## src/rtl/fcd_pkg.sv

```systemverilog
package fcd_pkg;

    typedef enum logic [3:0] {
        ST_READ,
        ST_UNL1,
        ST_UNL2,
        ST_PRG_ARM,
        ST_ERS1,
        ST_ERS2,
        ST_ERS3,
        ST_BYP,
        ST_BYP_PRG,
        ST_BYP_RST,
        ST_BUSY
    } fcd_state_t;

    typedef enum logic [1:0] {
        MODE_READ = 2'd0,
        MODE_BYP  = 2'd1,
        MODE_BUSY = 2'd2
    } fcd_mode_t;

    localparam logic [11:0] KEY_ADDR_A = 12'h555;
    localparam logic [11:0] KEY_ADDR_B = 12'h2AA;

    localparam logic [7:0] CODE_KEY1   = 8'hAA;
    localparam logic [7:0] CODE_KEY2   = 8'h55;
    localparam logic [7:0] CODE_PROG   = 8'hA0;
    localparam logic [7:0] CODE_ERASE  = 8'h80;
    localparam logic [7:0] CODE_BULK   = 8'h10;
    localparam logic [7:0] CODE_BYPASS = 8'h20;
    localparam logic [7:0] CODE_EXIT1  = 8'h90;
    localparam logic [7:0] CODE_EXIT2  = 8'h00;

    typedef struct packed {
        logic at_a;
        logic at_b;
        logic d_key1;
        logic d_key2;
        logic d_prog;
        logic d_erase;
        logic d_bulk;
        logic d_bypass;
        logic d_exit1;
        logic d_exit2;
    } fcd_class_t;

endpackage

```

## src/rtl/fcd_classify.sv

```systemverilog
module fcd_classify
    import fcd_pkg::*;
#(
    parameter int ADDR_W = 16,
    parameter int CMD_AW = 11
) (
    input  logic [ADDR_W-1:0] addr,
    input  logic [7:0]        data,
    output fcd_class_t        cls
);
    localparam logic [CMD_AW-1:0] MATCH_A = KEY_ADDR_A[CMD_AW-1:0];
    localparam logic [CMD_AW-1:0] MATCH_B = KEY_ADDR_B[CMD_AW-1:0];

    logic [CMD_AW-1:0] low_addr;
    assign low_addr = addr[CMD_AW-1:0];

    always_comb begin
        cls.at_a     = (low_addr == MATCH_A);
        cls.at_b     = (low_addr == MATCH_B);
        cls.d_key1   = (data == CODE_KEY1);
        cls.d_key2   = (data == CODE_KEY2);
        cls.d_prog   = (data == CODE_PROG);
        cls.d_erase  = (data == CODE_ERASE);
        cls.d_bulk   = (data == CODE_BULK);
        cls.d_bypass = (data == CODE_BYPASS);
        cls.d_exit1  = (data == CODE_EXIT1);
        cls.d_exit2  = (data == CODE_EXIT2);
    end
endmodule

```

## src/rtl/flash_cmd_decoder.sv

```systemverilog
module flash_cmd_decoder
    import fcd_pkg::*;
#(
    parameter int ADDR_W = 16,
    parameter int CMD_AW = 11
) (
    input  logic              clk,
    input  logic              rst_n,
    input  logic              wr_en,
    input  logic [ADDR_W-1:0] wr_addr,
    input  logic [7:0]        wr_data,
    input  logic              array_busy,
    output logic              prog_strobe,
    output logic [ADDR_W-1:0] prog_addr,
    output logic [7:0]        prog_data,
    output logic              erase_start,
    output logic [1:0]        mode
);
    fcd_state_t st, st_n;
    logic       ret_byp, ret_byp_n;
    logic       launch_prg, launch_ers;
    fcd_class_t c;
    fcd_mode_t  mode_e;

    fcd_classify #(.ADDR_W(ADDR_W), .CMD_AW(CMD_AW)) i_classify (
        .addr(wr_addr),
        .data(wr_data),
        .cls (c)
    );

    // state register
    always_ff @(posedge clk) begin
        if (!rst_n) begin
            st      <= ST_READ;
            ret_byp <= 1'b0;
        end else begin
            st      <= st_n;
            ret_byp <= ret_byp_n;
        end
    end

    // transitions
    always_comb begin
        st_n       = st;
        ret_byp_n  = ret_byp;
        launch_prg = 1'b0;
        launch_ers = 1'b0;
        unique case (st)
            ST_READ: if (wr_en && c.at_a && c.d_key1) st_n = ST_UNL1;
            ST_UNL1: if (wr_en) st_n = (c.at_b && c.d_key2) ? ST_UNL2 : ST_READ;
            ST_UNL2: if (wr_en) begin
                if (c.at_a && c.d_prog)        st_n = ST_PRG_ARM;
                else if (c.at_a && c.d_erase)  st_n = ST_ERS1;
                else if (c.at_a && c.d_bypass) st_n = ST_BYP;
                else                           st_n = ST_READ;
            end
            ST_PRG_ARM: if (wr_en) begin
                st_n       = ST_BUSY;
                ret_byp_n  = 1'b0;
                launch_prg = 1'b1;
            end
            ST_ERS1: if (wr_en) st_n = (c.at_a && c.d_key1) ? ST_ERS2 : ST_READ;
            ST_ERS2: if (wr_en) st_n = (c.at_b && c.d_key2) ? ST_ERS3 : ST_READ;
            ST_ERS3: if (wr_en) begin
                if (c.at_a && c.d_bulk) begin
                    st_n       = ST_BUSY;
                    ret_byp_n  = 1'b0;
                    launch_ers = 1'b1;
                end else begin
                    st_n = ST_READ;
                end
            end
            ST_BYP: if (wr_en) begin
                if (c.d_prog)       st_n = ST_BYP_PRG;
                else if (c.d_exit1) st_n = ST_BYP_RST;
            end
            ST_BYP_PRG: if (wr_en) begin
                st_n       = ST_BUSY;
                ret_byp_n  = 1'b1;
                launch_prg = 1'b1;
            end
            ST_BYP_RST: if (wr_en) st_n = c.d_exit2 ? ST_READ : ST_BYP;
            ST_BUSY: if (!array_busy) st_n = ret_byp ? ST_BYP : ST_READ;
            default: st_n = ST_READ;
        endcase
    end

    // outputs
    always_ff @(posedge clk) begin
        if (!rst_n) begin
            prog_strobe <= 1'b0;
            erase_start <= 1'b0;
            prog_addr   <= '0;
            prog_data   <= '0;
        end else begin
            prog_strobe <= launch_prg;
            erase_start <= launch_ers;
            if (launch_prg) begin
                prog_addr <= wr_addr;
                prog_data <= wr_data;
            end
        end
    end

    always_comb begin
        unique case (st)
            ST_BUSY:                       mode_e = MODE_BUSY;
            ST_BYP, ST_BYP_PRG, ST_BYP_RST: mode_e = MODE_BYP;
            default:                       mode_e = MODE_READ;
        endcase
    end
    assign mode = mode_e;

    // checks beside the logic
    p_events_apart_r10: assert property (@(posedge clk) disable iff (!rst_n)
        !(prog_strobe && erase_start));

    p_prog_pulse_r10: assert property (@(posedge clk) disable iff (!rst_n)
        prog_strobe |=> !prog_strobe);

    p_strobe_busy_r2: assert property (@(posedge clk) disable iff (!rst_n)
        (prog_strobe || erase_start) |-> (mode == MODE_BUSY));

    p_byp_prog_r4: assert property (@(posedge clk) disable iff (!rst_n)
        (wr_en && st == ST_BYP_PRG) |=>
            (prog_strobe && prog_addr == $past(wr_addr) && prog_data == $past(wr_data)));

    p_byp_ignore_r5: assert property (@(posedge clk) disable iff (!rst_n)
        (wr_en && st == ST_BYP && wr_data != CODE_PROG && wr_data != CODE_EXIT1) |=>
            (mode == MODE_BYP && !prog_strobe && !erase_start));

    p_byp_exit_r6: assert property (@(posedge clk) disable iff (!rst_n)
        (wr_en && st == ST_BYP_RST && wr_data == CODE_EXIT2) |=> (mode == MODE_READ));

    p_busy_hold_r9: assert property (@(posedge clk) disable iff (!rst_n)
        (mode == MODE_BUSY && array_busy) |=>
            (mode == MODE_BUSY && !prog_strobe && !erase_start));
endmodule

```

## config.mk

```make
export PLATFORM = sky130hd
export DESIGN_NAME = flash_cmd_decoder
export DESIGN_NICKNAME = d
export VERILOG_FILES = /design/src/rtl/fcd_pkg.sv /design/src/rtl/fcd_classify.sv /design/src/rtl/flash_cmd_decoder.sv
export SDC_FILE = /design/constraint.sdc
export NUM_CORES = 1
export LEC_CHECK = 0
export BUFFER_PORTS_ARGS = -buffer_cell sky130_fd_sc_hd__buf_2
export CAP_MARGIN = 20
export CORE_MARGIN = 2
export CORE_UTILIZATION = 52
export CTS_CLUSTER_DIAMETER = 200
export DETAILED_ROUTE_END_ITERATION = 12
export PLACE_DENSITY = 0.83
export SLEW_MARGIN = 10
export SYNTH_ARGS = -nofsm -noshare
export SYNTH_HDL_FRONTEND = slang
export SYNTH_SLANG_ARGS = --single-unit
export TNS_END_PERCENT = 30
```

## constraint.sdc

```tcl
create_clock -name clk -period 3.91 [get_ports clk]
set_clock_uncertainty 0.05 [all_clocks]
set_input_delay 0.5865 -clock clk [delete_from_list [all_inputs] [get_ports clk]]
set_output_delay 0.5865 -clock clk [all_outputs]
set_load 0.05 [all_outputs]
```

==> summary.md <==
| Metric | Value |
|---|---|
| Num rows | `19` |
| Maximum net fanout on the critical path | `24` |
| First-pass GRT wire length | `roughly 5700 µm` |
| HP Class | `register to register` |
| Multiplexer share of the synthesized area | `less than 1%` |
| CP arrival | `roughly 2.4 ns` |
| Most used DFF post-synth | `dfxtp_1` |
| Top cells by area, synth | `dfxtp_1 (41%), nand2_1 (14%), a21boi_0 (12%), clkbuf_1 (2.5%), nand4bb_1 (2.2%)` |
| Max Cap Viol | `0` |
| Hpwl dp | `roughly 2600 µm` |
| Io pins | `56` |
| Max-slew violations | `0` |
| CTS tree | `yes` |
| Slew margin rel. | `45.9%` |
| Antenna Nets Post-Route | `0` |
| Yosys cell types | `40` |
| Post-layout min period | `approximately 2.2 ns` |
| Xor/xnor share of the synthesized area | `approximately 1.1%` |
| # hold bufs at CTS | `0` |
| Critical Path Start Type | `register` |
| Status | `finished, final reports clean` |
| Yosys warning count | `0` |
| Clk buf depth | `2` |
| Synth Instances | `190` |
| Core box area | `~2800 µm²` |
| Number of flops mapped to enable cells by yosys | `0` |
| Mean post-synth cell area | `a little over 8 µm²` |
| Hold Violations, Final | `0` |
| Starting Density | `about 55%` |
| Largest family of logic cells by synthesized area | `simple AND/OR/NAND/NOR gates` |
| Tot Pwr | `between 500 and 600 µW` |
| CP required | `between 4 and 5 ns` |
| Overflow after GRT | `0` |
| Syn nets | `about 220` |
| Die width | `a little under 60 µm` |
| Post-CTS sizing | `0` |
| Pin count of the biggest net entering global routing | `32` |
| Nets@finish | `between 200 and 300` |
| Routed Wire Length | `between 3000 and 4000 µm` |
| Worst setup EP type | `register` |
| PortBufs | `55` |
| Number of setup buffers added after CTS | `0` |
| Fin util | `between 60 and 70%` |
| Final setup TNS | `0 ns` |
| Max Freq | `462 MHz` |
| Synth Register Bits | `31` |
| DRC violations left | `0` |
| Routability congestion estimate | `0.883` |
| Maximum VDD drop | `~0.33 mV` |
| Cell area after layout | `between 1500 and 2000 µm²` |
| Via count | `roughly 1500` |
| Worst setup path class | `register to register` |
| Synth area leader | `dfxtp_1` |
| CTS H-tree depth | `2` |
| Initial antenna violation count | `0` |
| Vias in the first global route | `between 1000 and 1500` |
| Pwr per Cell Area | `approximately 310 nW/µm²` |
| Async set or reset register ratio after synthesis | `0%` |
| Clock buffer count from CTS | `5` |
| Synth Area in Simple Gates | `about a third` |
| Final setup vio count | `0` |
| Root Buffer | `clkbuf_4` |
| Clk_lat worst skew | `between 0.3 and 0.4 ns` |
| Via/cell ratio | `5.52` |
| Post-synthesis adder-cell area fraction | `0%` |
| N_diodes | `0` |
| Slew @ Worst Pin | `roughly 0.81 ns` |
| All-Layer GR Usage | `21.7%` |
| WL/cell | `between 10 and 15 µm` |
| Leak pwr | `0.000775 µW` |
| DRT Pass-1 Iters | `4` |
| Yosys top cell area share | `between 40% and 50%` |
| CTS clock-pin slew for the worst setup and hold paths | `~0.10 ns` |
| RSZ-0062 raised after global routing | `false` |
| Fraction of layout instances using a drive strength above 1 | `between 20 and 30%` |
| Netlist Area Pre-Place | `about 1500 µm²` |
| Synth Area in Compound Gates | `19.9%` |
| Die ar. | `~3400 µm²` |
| Area Growth Syn to Fin | `22.2%` |
| DIE HEIGHT | `just under 60 µm` |
| Placement Cell Area | `around 1800 µm²` |
| Initial drt markers | `49` |
| CTS sink count | `31` |
| Fin crit share | `55.3%` |
| Register area share after synthesis | `40.5%` |
metal layers:
metal,share of wire [%],routed length [µm],track usage [%],vias up
met1,47,1630,27.3,685
li1,-,-,-,767
met5,0,0,0,-
met3,5.6,195,7.14,4
met2,47,1620,35.3,40
met4,0.75,26,5.98,0
synthesized netlist by cell type (3+ instances only):
| cell | count |
|---|---|
| a21boi_1 | 3 |
| nand4bb_1 | 3 |
| buf_2 | 3 |
| clkbuf_1 | 10 |
| nor4b_1 | 3 |
| and3_1 | 4 |
| nand4_1 | 5 |
| nand2_1 | 57 |
| nor3_1 | 4 |
| a21boi_0 | 24 |
| dfxtp_1 | 31 |
| nor2_1 | 8 |
| nand4b_1 | 3 |
placed cells by master (no fill, tap or decap), types with 3 or more instances in the layout:
cell type / netlist / routed
and3_1: 4 / 4
dfxtp_1: 31 / 31
a21boi_0: 24 / 24
nor2_1: 8 / 8
a21boi_1: 3 / 3
nor3_1: 4 / 4
nor4b_1: 3 / 3
nand2_1: 57 / 57
buf_2: 3 / 55
nand4b_1: 3 / 3
nand4bb_1: 3 / 3
nand4_1: 5 / 5
clkbuf_4: 0 / 5
stage by stage:
step                cells  setup slack, ns  hold slack, ns
floorplan             190             1.69           0.456
global placement      264             1.51           0.400
CTS                   271             1.75           0.415
detailed placement    264             1.50           0.403
finish                271             1.75           0.412
global route          271             1.52           0.433
worst paths after layout:
path / startpoint / to / slack (ns) / depth (start not counted)
setup / recovery: st[3] / prog_addr[2] / 1.75 / 6
hold / removal: prog_data[4] / prog_data[4] / 0.41 / 2
setup reg to reg: st[3] / prog_addr[2] / 1.75 / 6
hold reg to reg: prog_data[4] / prog_data[4] / 0.41 / 2
final cells by class:
| type | instances | area (µm²) |
|---|---|---|
| Inverter | 1 | 3.75 |
| Clock inverter | 1 | 30.0 |
| Tap cell | 31 | 38.8 |
| Fill cell | 252 | 910 |
| Timing Repair Buffer | 56 | 283 |
| Sequential cell | 31 | 621 |
| Multi-Input combinational cell | 145 | 855 |
| Clock buffer | 6 | 41.3 |
cell families (layout without fill, tap and decap cells):
kind of cell	Yosys count	in the layout
simple gates	102	102
buf+inv	14	64
compound gates	40	40
flops	31	31
mux	1	1
xor+xnor	2	2
state kept, by name (all words and copies together), names as in the netlist:
signal	flops
erase_start	1
prog_addr	16
prog_data	8
prog_strobe	1
ret_byp	1
st	4
report_power, final:
part | switching, µW | leakage (µW) | internal [µW]
clock | 103 | 0.0000383 | 132
combinational | 18.7 | 0.000487 | 18.7
sequential | 0.0000390 | 0.000250 | 315
worst max-delay path, cell delays in order (launching register included):
cell and delay [ns]:
dfxtp_1 0.51, nand2b_1 0.21, nor3_1 0.07, or2_1 0.29, nand2_1 0.62, nand2_1 0.14
a21boi_0 0.21
(Power assumes the default switching activity.)
